$ cat config.mk
export PLATFORM = sky130hd
export DESIGN_NAME = brc_unit
export DESIGN_NICKNAME = d
export VERILOG_FILES = /design/src/rtl/brc_pkg.sv /design/src/rtl/brc_sync.sv /design/src/rtl/brc_cond.sv /design/src/rtl/brc_target.sv /design/src/rtl/brc_unit.sv
export SDC_FILE = /design/constraint.sdc
export NUM_CORES = 1
export LEC_CHECK = 0
export BUFFER_PORTS_ARGS = -buffer_cell sky130_fd_sc_hd__buf_4
export CAP_MARGIN = 30
export CORE_MARGIN = 2
export CORE_UTILIZATION = 50
export DETAILED_ROUTE_END_ITERATION = 8
export PLACE_DENSITY = 0.73
export SLEW_MARGIN = 20
export SYNTH_ARGS = -nofsm -noshare
export SYNTH_HDL_FRONTEND = slang
export SYNTH_SLANG_ARGS = --single-unit
$ cat constraint.sdc
create_clock -name clk -period 3.7 [get_ports clk]
set_input_delay 1.11 -clock clk [delete_from_list [all_inputs] [get_ports clk]]
set_output_delay 1.11 -clock clk [all_outputs]
set_load 0.05 [all_outputs]
$ cat src/rtl/brc_pkg.sv
package brc_pkg;

   typedef struct packed {
      logic v;
      logic h;
      logic i;
      logic n;
      logic z;
      logic c;
   } ccr_t;

   localparam logic [7:0] OP_REL_BASE  = 8'h20;
   localparam logic [7:0] OP_NEVER     = 8'h21;
   localparam logic [7:0] OP_SGN_BASE  = 8'h90;

   // Opcode membership in the branch set handled by the unit.
   function automatic logic op_known(input logic [7:0] op, input logic allow_never);
      logic in_rel, in_sgn;
      in_rel = (op[7:4] == OP_REL_BASE[7:4]);
      in_sgn = (op[7:2] == OP_SGN_BASE[7:2]);
      if (op == OP_NEVER && !allow_never)
         return 1'b0;
      return in_rel | in_sgn;
   endfunction

endpackage

$ cat src/rtl/brc_sync.sv
module brc_sync #(
   parameter int STAGES = 2
) (
   input  logic clk,
   input  logic rst_n,
   input  logic d,
   output logic q
);
   generate
      if (STAGES < 2) begin : g_bad
         $error("brc_sync needs at least two stages");
      end
   endgenerate

   logic [STAGES-1:0] chain;

   always_ff @(posedge clk or negedge rst_n) begin
      if (!rst_n) chain <= '0;
      else        chain <= {chain[STAGES-2:0], d};
   end

   assign q = chain[STAGES-1];
endmodule

$ cat src/rtl/brc_cond.sv
module brc_cond
   import brc_pkg::*;
#(
   parameter int OP_W        = 8,
   parameter bit ALLOW_NEVER = 1'b1
) (
   input  logic [OP_W-1:0] op,
   input  ccr_t            f,
   input  logic            pin,
   output logic            take
);
   generate
      if (OP_W != 8) begin : g_bad
         $error("brc_cond decodes 8-bit opcodes only");
      end
   endgenerate

   // Each opcode pair shares a base test; bit 0 inverts it.
   logic base_rel, base_sgn, nv;

   assign nv = f.n ^ f.v;

   generate
      if (ALLOW_NEVER) begin : g_never
         always_comb begin
            unique case (op[3:1])
               3'd0:    base_rel = 1'b1;
               3'd1:    base_rel = ~(f.c | f.z);
               3'd2:    base_rel = ~f.c;
               3'd3:    base_rel = ~f.z;
               3'd4:    base_rel = ~f.h;
               3'd5:    base_rel = ~f.n;
               3'd6:    base_rel = ~f.i;
               default: base_rel = ~pin;
            endcase
         end
      end else begin : g_no_never
         // 0x21 is rejected upstream; pair 0 reduces to the always case.
         always_comb begin
            unique case (op[3:1])
               3'd0:    base_rel = ~op[0];
               3'd1:    base_rel = ~(f.c | f.z);
               3'd2:    base_rel = ~f.c;
               3'd3:    base_rel = ~f.z;
               3'd4:    base_rel = ~f.h;
               3'd5:    base_rel = ~f.n;
               3'd6:    base_rel = ~f.i;
               default: base_rel = ~pin;
            endcase
         end
      end
   endgenerate

   assign base_sgn = op[1] ? ~(f.z | nv) : ~nv;

   always_comb begin
      if (op[7])
         take = base_sgn ^ op[0];
      else if (ALLOW_NEVER || op[3:1] != 3'd0)
         take = base_rel ^ op[0];
      else
         take = base_rel;
   end

   // the unconditional opcode must always resolve taken.
   always_comb begin
      if (op == OP_REL_BASE)
         a_always_r3 : assert (take);
   end
endmodule

$ cat src/rtl/brc_target.sv
module brc_target #(
   parameter int PC_W      = 16,
   parameter int DISP_W    = 8,
   parameter int INSTR_LEN = 2
) (
   input  logic [PC_W-1:0]   pc,
   input  logic [DISP_W-1:0] disp,
   input  logic              take,
   output logic [PC_W-1:0]   next
);
   localparam int EXT_W = PC_W - DISP_W;

   generate
      if (PC_W <= DISP_W) begin : g_bad
         $error("brc_target: PC must be wider than the displacement");
      end
   endgenerate

   logic [PC_W-1:0] fall, offs;

   assign fall = pc + PC_W'(INSTR_LEN);
   assign offs = {{EXT_W{disp[DISP_W-1]}}, disp};
   assign next = take ? fall + offs : fall;
endmodule

$ cat src/rtl/brc_unit.sv
module brc_unit
   import brc_pkg::*;
#(
   parameter int PC_W        = 16,
   parameter int DISP_W      = 8,
   parameter int LATENCY     = 3,
   parameter int SYNC_STAGES = 2,
   parameter int INSTR_LEN   = 2,
   parameter bit ALLOW_NEVER = 1'b1
) (
   input  logic              clk,
   input  logic              rst_n,
   input  logic              start,
   input  logic [7:0]        opcode,
   input  logic [DISP_W-1:0] disp,
   input  logic [PC_W-1:0]   pc,
   input  logic [5:0]        ccr,
   input  logic              irq_pin,
   output logic              done,
   output logic              taken,
   output logic [PC_W-1:0]   next_pc,
   output logic              invalid
);
   localparam int CNT_W = (LATENCY > 2) ? $clog2(LATENCY) : 1;
   localparam logic [CNT_W-1:0] LAST = CNT_W'(LATENCY - 1);

   generate
      if (LATENCY < 2) begin : g_bad_lat
         $error("brc_unit: LATENCY must be at least 2");
      end
   endgenerate

   logic              pin_s;
   logic              busy_q;
   logic [CNT_W-1:0]  cnt_q;
   logic [7:0]        op_q;
   logic [DISP_W-1:0] disp_q;
   logic [PC_W-1:0]   pc_q;
   ccr_t              ccr_q;
   logic              pin_q;
   logic              take_c;
   logic [PC_W-1:0]   next_c;
   logic              done_q, invalid_q, taken_q;
   logic [PC_W-1:0]   npc_q;

   brc_sync #(.STAGES(SYNC_STAGES)) u_sync (
      .clk(clk), .rst_n(rst_n), .d(irq_pin), .q(pin_s)
   );

   brc_cond #(.OP_W(8), .ALLOW_NEVER(ALLOW_NEVER)) u_cond (
      .op(op_q), .f(ccr_q), .pin(pin_q), .take(take_c)
   );

   brc_target #(.PC_W(PC_W), .DISP_W(DISP_W), .INSTR_LEN(INSTR_LEN)) u_tgt (
      .pc(pc_q), .disp(disp_q), .take(take_c), .next(next_c)
   );

   always_ff @(posedge clk or negedge rst_n) begin
      if (!rst_n) begin
         busy_q    <= 1'b0;
         cnt_q     <= '0;
         op_q      <= '0;
         disp_q    <= '0;
         pc_q      <= '0;
         ccr_q     <= '0;
         pin_q     <= 1'b0;
         done_q    <= 1'b0;
         invalid_q <= 1'b0;
         taken_q   <= 1'b0;
         npc_q     <= '0;
      end else begin
         done_q    <= 1'b0;
         invalid_q <= 1'b0;
         if (!busy_q) begin
            if (start) begin
               if (op_known(opcode, ALLOW_NEVER)) begin
                  op_q   <= opcode;
                  disp_q <= disp;
                  pc_q   <= pc;
                  ccr_q  <= ccr_t'(ccr);
                  pin_q  <= pin_s;
                  busy_q <= 1'b1;
                  cnt_q  <= '0;
               end else begin
                  invalid_q <= 1'b1;
               end
            end
         end else begin
            cnt_q <= cnt_q + 1'b1;
            if (cnt_q == LAST - 1'b1) begin
               done_q  <= 1'b1;
               taken_q <= take_c;
               npc_q   <= next_c;
            end
            if (cnt_q == LAST)
               busy_q <= 1'b0;
         end
      end
   end

   assign done    = done_q;
   assign invalid = invalid_q;
   assign taken   = taken_q;
   assign next_pc = npc_q;

   // completion strobe lasts exactly one cycle
   p_done_single_r9 : assert property (@(posedge clk) disable iff (!rst_n)
      done |=> !done);

   // completion only ever follows an accepted instruction
   p_done_busy_r9 : assert property (@(posedge clk) disable iff (!rst_n)
      done |-> busy_q);

   // a start while busy leaves the latched instruction untouched
   p_start_ignored_r10 : assert property (@(posedge clk) disable iff (!rst_n)
      (busy_q && start) |=> ($stable(op_q) && $stable(pc_q) && $stable(disp_q)));

   // an invalid strobe never coincides with completion or activity
   p_invalid_no_done_r11 : assert property (@(posedge clk) disable iff (!rst_n)
      invalid |-> (!done && !busy_q));

   // a not-taken outcome lands right after the instruction
   p_fall_through_r2 : assert property (@(posedge clk) disable iff (!rst_n)
      (done && !taken) |-> (next_pc == pc_q + PC_W'(INSTR_LEN)));

   // branch-never completes untaken
   p_never_r3 : assert property (@(posedge clk) disable iff (!rst_n)
      (done && op_q == OP_NEVER) |-> !taken);
endmodule

==> flow_summary.json <==
{
  "die_y_um": 87,
  "r2r_slack_ns": 0.58,
  "vias": 2621,
  "finalNetCount": 453,
  "die_x_um": 87,
  "antenna_found_initial": 0,
  "power_density_nw_per_um2": 1040,
  "insertedDiodeCount": 0,
  "crit_path_end_kind": "flip-flop",
  "worst_skew_pair.late_latency_ns": 0.35,
  "worst_pin_slew_ns": 0.728,
  "clkTransAtPathRegs_ns": 0.06,
  "place_area_um2": 3960,
  "synth_mux_area_frac": 0.150,
  "rsz0062_at_grt": "false",
  "fin_skew_ns": 0.0103,
  "cts_made_buffers": 9,
  "synth_top_family_by_area": "multiplexers",
  "routed_wl_mm": 6.98,
  "hold_end": "u_sync.chain[1]$_DFF_PN0_",
  "grt_pass1_vias": 2593,
  "num_rows": 30,
  "worstReg2RegEnd": "next_pc[13]$_DFFE_PN0P_",
  "cts_tree": "yes",
  "ys_seq_elements": 60,
  "stdcell_area_um2": 4160,
  "grt_max_degree": 61,
  "grt_pass1_wl_mm": 12.0,
  "die_area_um2": 7570,
  "areaGrowthSynthToFinish_pct": 20.8,
  "synth_fa_ha_area_frac": 0.0857,
  "finalHoldViolations": 0,
  "htreeDepth": 3,
  "rr_worst_depth": 13,
  "wl_per_cell_um": 14.8,
  "hold_depth": 0,
  "yosys-top-cells-count": "dfrtp_1, nand2_1, mux2_2, a21oi_1, ha_1",
  "overflow": 0,
  "setup_tns_ns": 0,
  "ir_drop_uv": 432,
  "r2r-start": "pc_q[3]$_DFFE_PN0P_",
  "ant_nets": 0,
  "netlist.area_leader.share": 0.436,
  "gp_congestion": 0.945,
  "vias_per_cell": 5.54,
  "maxCapViolations": 0,
  "yosysSeqAreaShare": 0.436,
  "cts_resized": 0,
  "pre_cts_ws_ns": 0.619,
  "initialDrtViolationCount": 93,
  "ys_top_cells_by_area": "dfrtp_1, mux2_2, ha_1, xnor2_1, nand2_1",
  "arrival_ns": 3.39,
  "synth-main-ff-cell": "dfrtp_1",
  "synth_nets": 389,
  "ys_async_sr_fraction": 1.00,
  "finalCritPeriodShare": 0.843,
  "crit_path_max_fanout": 6,
  "slew_headroom": 0.515,
  "clk_path_buf_depth": 2,
  "ys_warn_count": 0,
  "ios": 61,
  "syn_avg_cell_area_um2": 10.6,
  "yosysUniqueCellTypes": 48,
  "start_util": 0.513,
  "clkSinkCount": 60,
  "p_leak_nw": 2.01,
  "final_layout_size_suffix_gt1_frac": 0.305,
  "grtUsageTotal": 0.206,
  "status": "completed",
  "root_buffer": "clkbuf_8",
  "drv_slew": 0,
  "synth_edf_count": 0,
  "max_freq_mhz": 321,
  "worst_setup_path_start_kind": "flip-flop",
  "path_class": "flip-flop to flip-flop",
  "holdCritStartpoint": "u_sync.chain[0]$_DFF_PN0_",
  "drcViolationCount": 0,
  "layout_min_cycle_time_ns": 3.12,
  "syn_inst": 324,
  "dp.final_hpwl_mm": 5.23,
  "hp-class": "flip-flop to flip-flop",
  "postCtsSetupRepairBufs": 0,
  "yosysTopAreaCell": "dfrtp_1",
  "syn_area_um2": 3440,
  "core_area_um2": 6720,
  "synth_compound_area_frac": 0.122,
  "yosys.area_share.simple": 0.116,
  "yosysMostFrequentCell": "dfrtp_1",
  "synth-xor-area-share": 0.0661,
  "worst_slack_ns": 0.580,
  "portBuffers": 60,
  "cp.required_ns": 3.97,
  "setup_viol": 0,
  "cts_hold_buf": 0,
  "dr.pass1.iters": 4
}
cells by family after synthesis:
family,count (synthesis)
simple gates,84
compound gates,68
flops,60
mux,45
xor+xnor,26
fa+ha+maj,23
buf+inv,18
state kept, by name, summed over array words and instances, names as in the netlist:
name,flops
pc_q,16
disp_q,8
busy_q,1
taken,1
ccr_q,6
invalid,1
done,1
u_sync.chain,2
next_pc,16
pin_q,1
op_q,5
cnt_q,2
critical path, cell delays in order (launching register included):
cell and delay [ns]:
dfrtp_1 0.42, and4_1 0.23, and2_0 0.26, and3_1 0.22
nand3_1 0.10, xnor2_1 0.21, ha_1 0.33, a2111oi_0 0.40
o21ai_0 0.20, nand2_1 0.12, nand2_1 0.07, xnor2_1 0.14
mux2_4 0.26, o21ai_2 0.10
worst max-delay path by stage:
stage / from / to / slack, ns / cells past startpoint
after floorplan: pc_q[3]$_DFFE_PN0P_ / next_pc[13]$_DFFE_PN0P_ / 0.91 / 13
after global placement: pc_q[3]$_DFFE_PN0P_ / next_pc[13]$_DFFE_PN0P_ / 0.69 / 13
after detailed placement: pc_q[3]$_DFFE_PN0P_ / next_pc[13]$_DFFE_PN0P_ / 0.62 / 13
after CTS: pc_q[3]$_DFFE_PN0P_ / next_pc[13]$_DFFE_PN0P_ / 0.57 / 13
after global routing: pc_q[3]$_DFFE_PN0P_ / next_pc[13]$_DFFE_PN0P_ / 0.20 / 13
final: pc_q[3]$_DFFE_PN0P_ / next_pc[13]$_DFFE_PN0P_ / 0.58 / 13
layer usage:
metal	GRT usage	wire (um)	vias up
li1	-	-	1290
met3	0.0550	358	8
met4	0.0881	78	0
met1	0.263	3220	1258
met5	0	0	-
met2	0.330	3330	65
final cells by class:
class | instances | area [um2]
Fill cell | 583 | 2560
Multi-Input combinational cell | 246 | 1860
Sequential cell | 60 | 1500
Timing Repair Buffer | 62 | 465
Clock buffer | 10 | 138
Tap cell | 80 | 100
Clock inverter | 6 | 63.8
Inverter | 9 | 33.8
report_power, final:
part           total, W  leakage [nW]  internal, W  switching, W
sequential      0.00121         0.744     0.000946      0.000262
combinational   0.00254          1.17      0.00110       0.00143
clock          0.000600        0.0983     0.000327      0.000272
layout by cell type, fill, tap and decap left out, drive strengths merged, types with 3 or more instances in the layout:
cell type  Yosys  final
xor2           8      8
o21ai         23     23
nor2          11     11
nand3         11     11
dfrtp         60     60
and3           7      7
mux2i          8      8
buf            3     62
nand2         36     36
clkinv         0      3
xnor2         18     18
mux2          36     36
clkbuf         6     10
ha            22     22
a21oi         22     22
a21o           6      6
nor3           6      6
inv            9      9
per-stage QoR:
stage               power, W  utilization  hold slack [ns]  std cells
finish               0.00434        0.619            0.352        473
global route         0.00471        0.619            0.378        473
CTS                  0.00436        0.619            0.354        473
detailed placement   0.00374        0.589            0.340        457
global placement     0.00367        0.589            0.334        457
floorplan            0.00319            -            0.331        324
No activity file was read; power rests on OpenSTA's default activity.
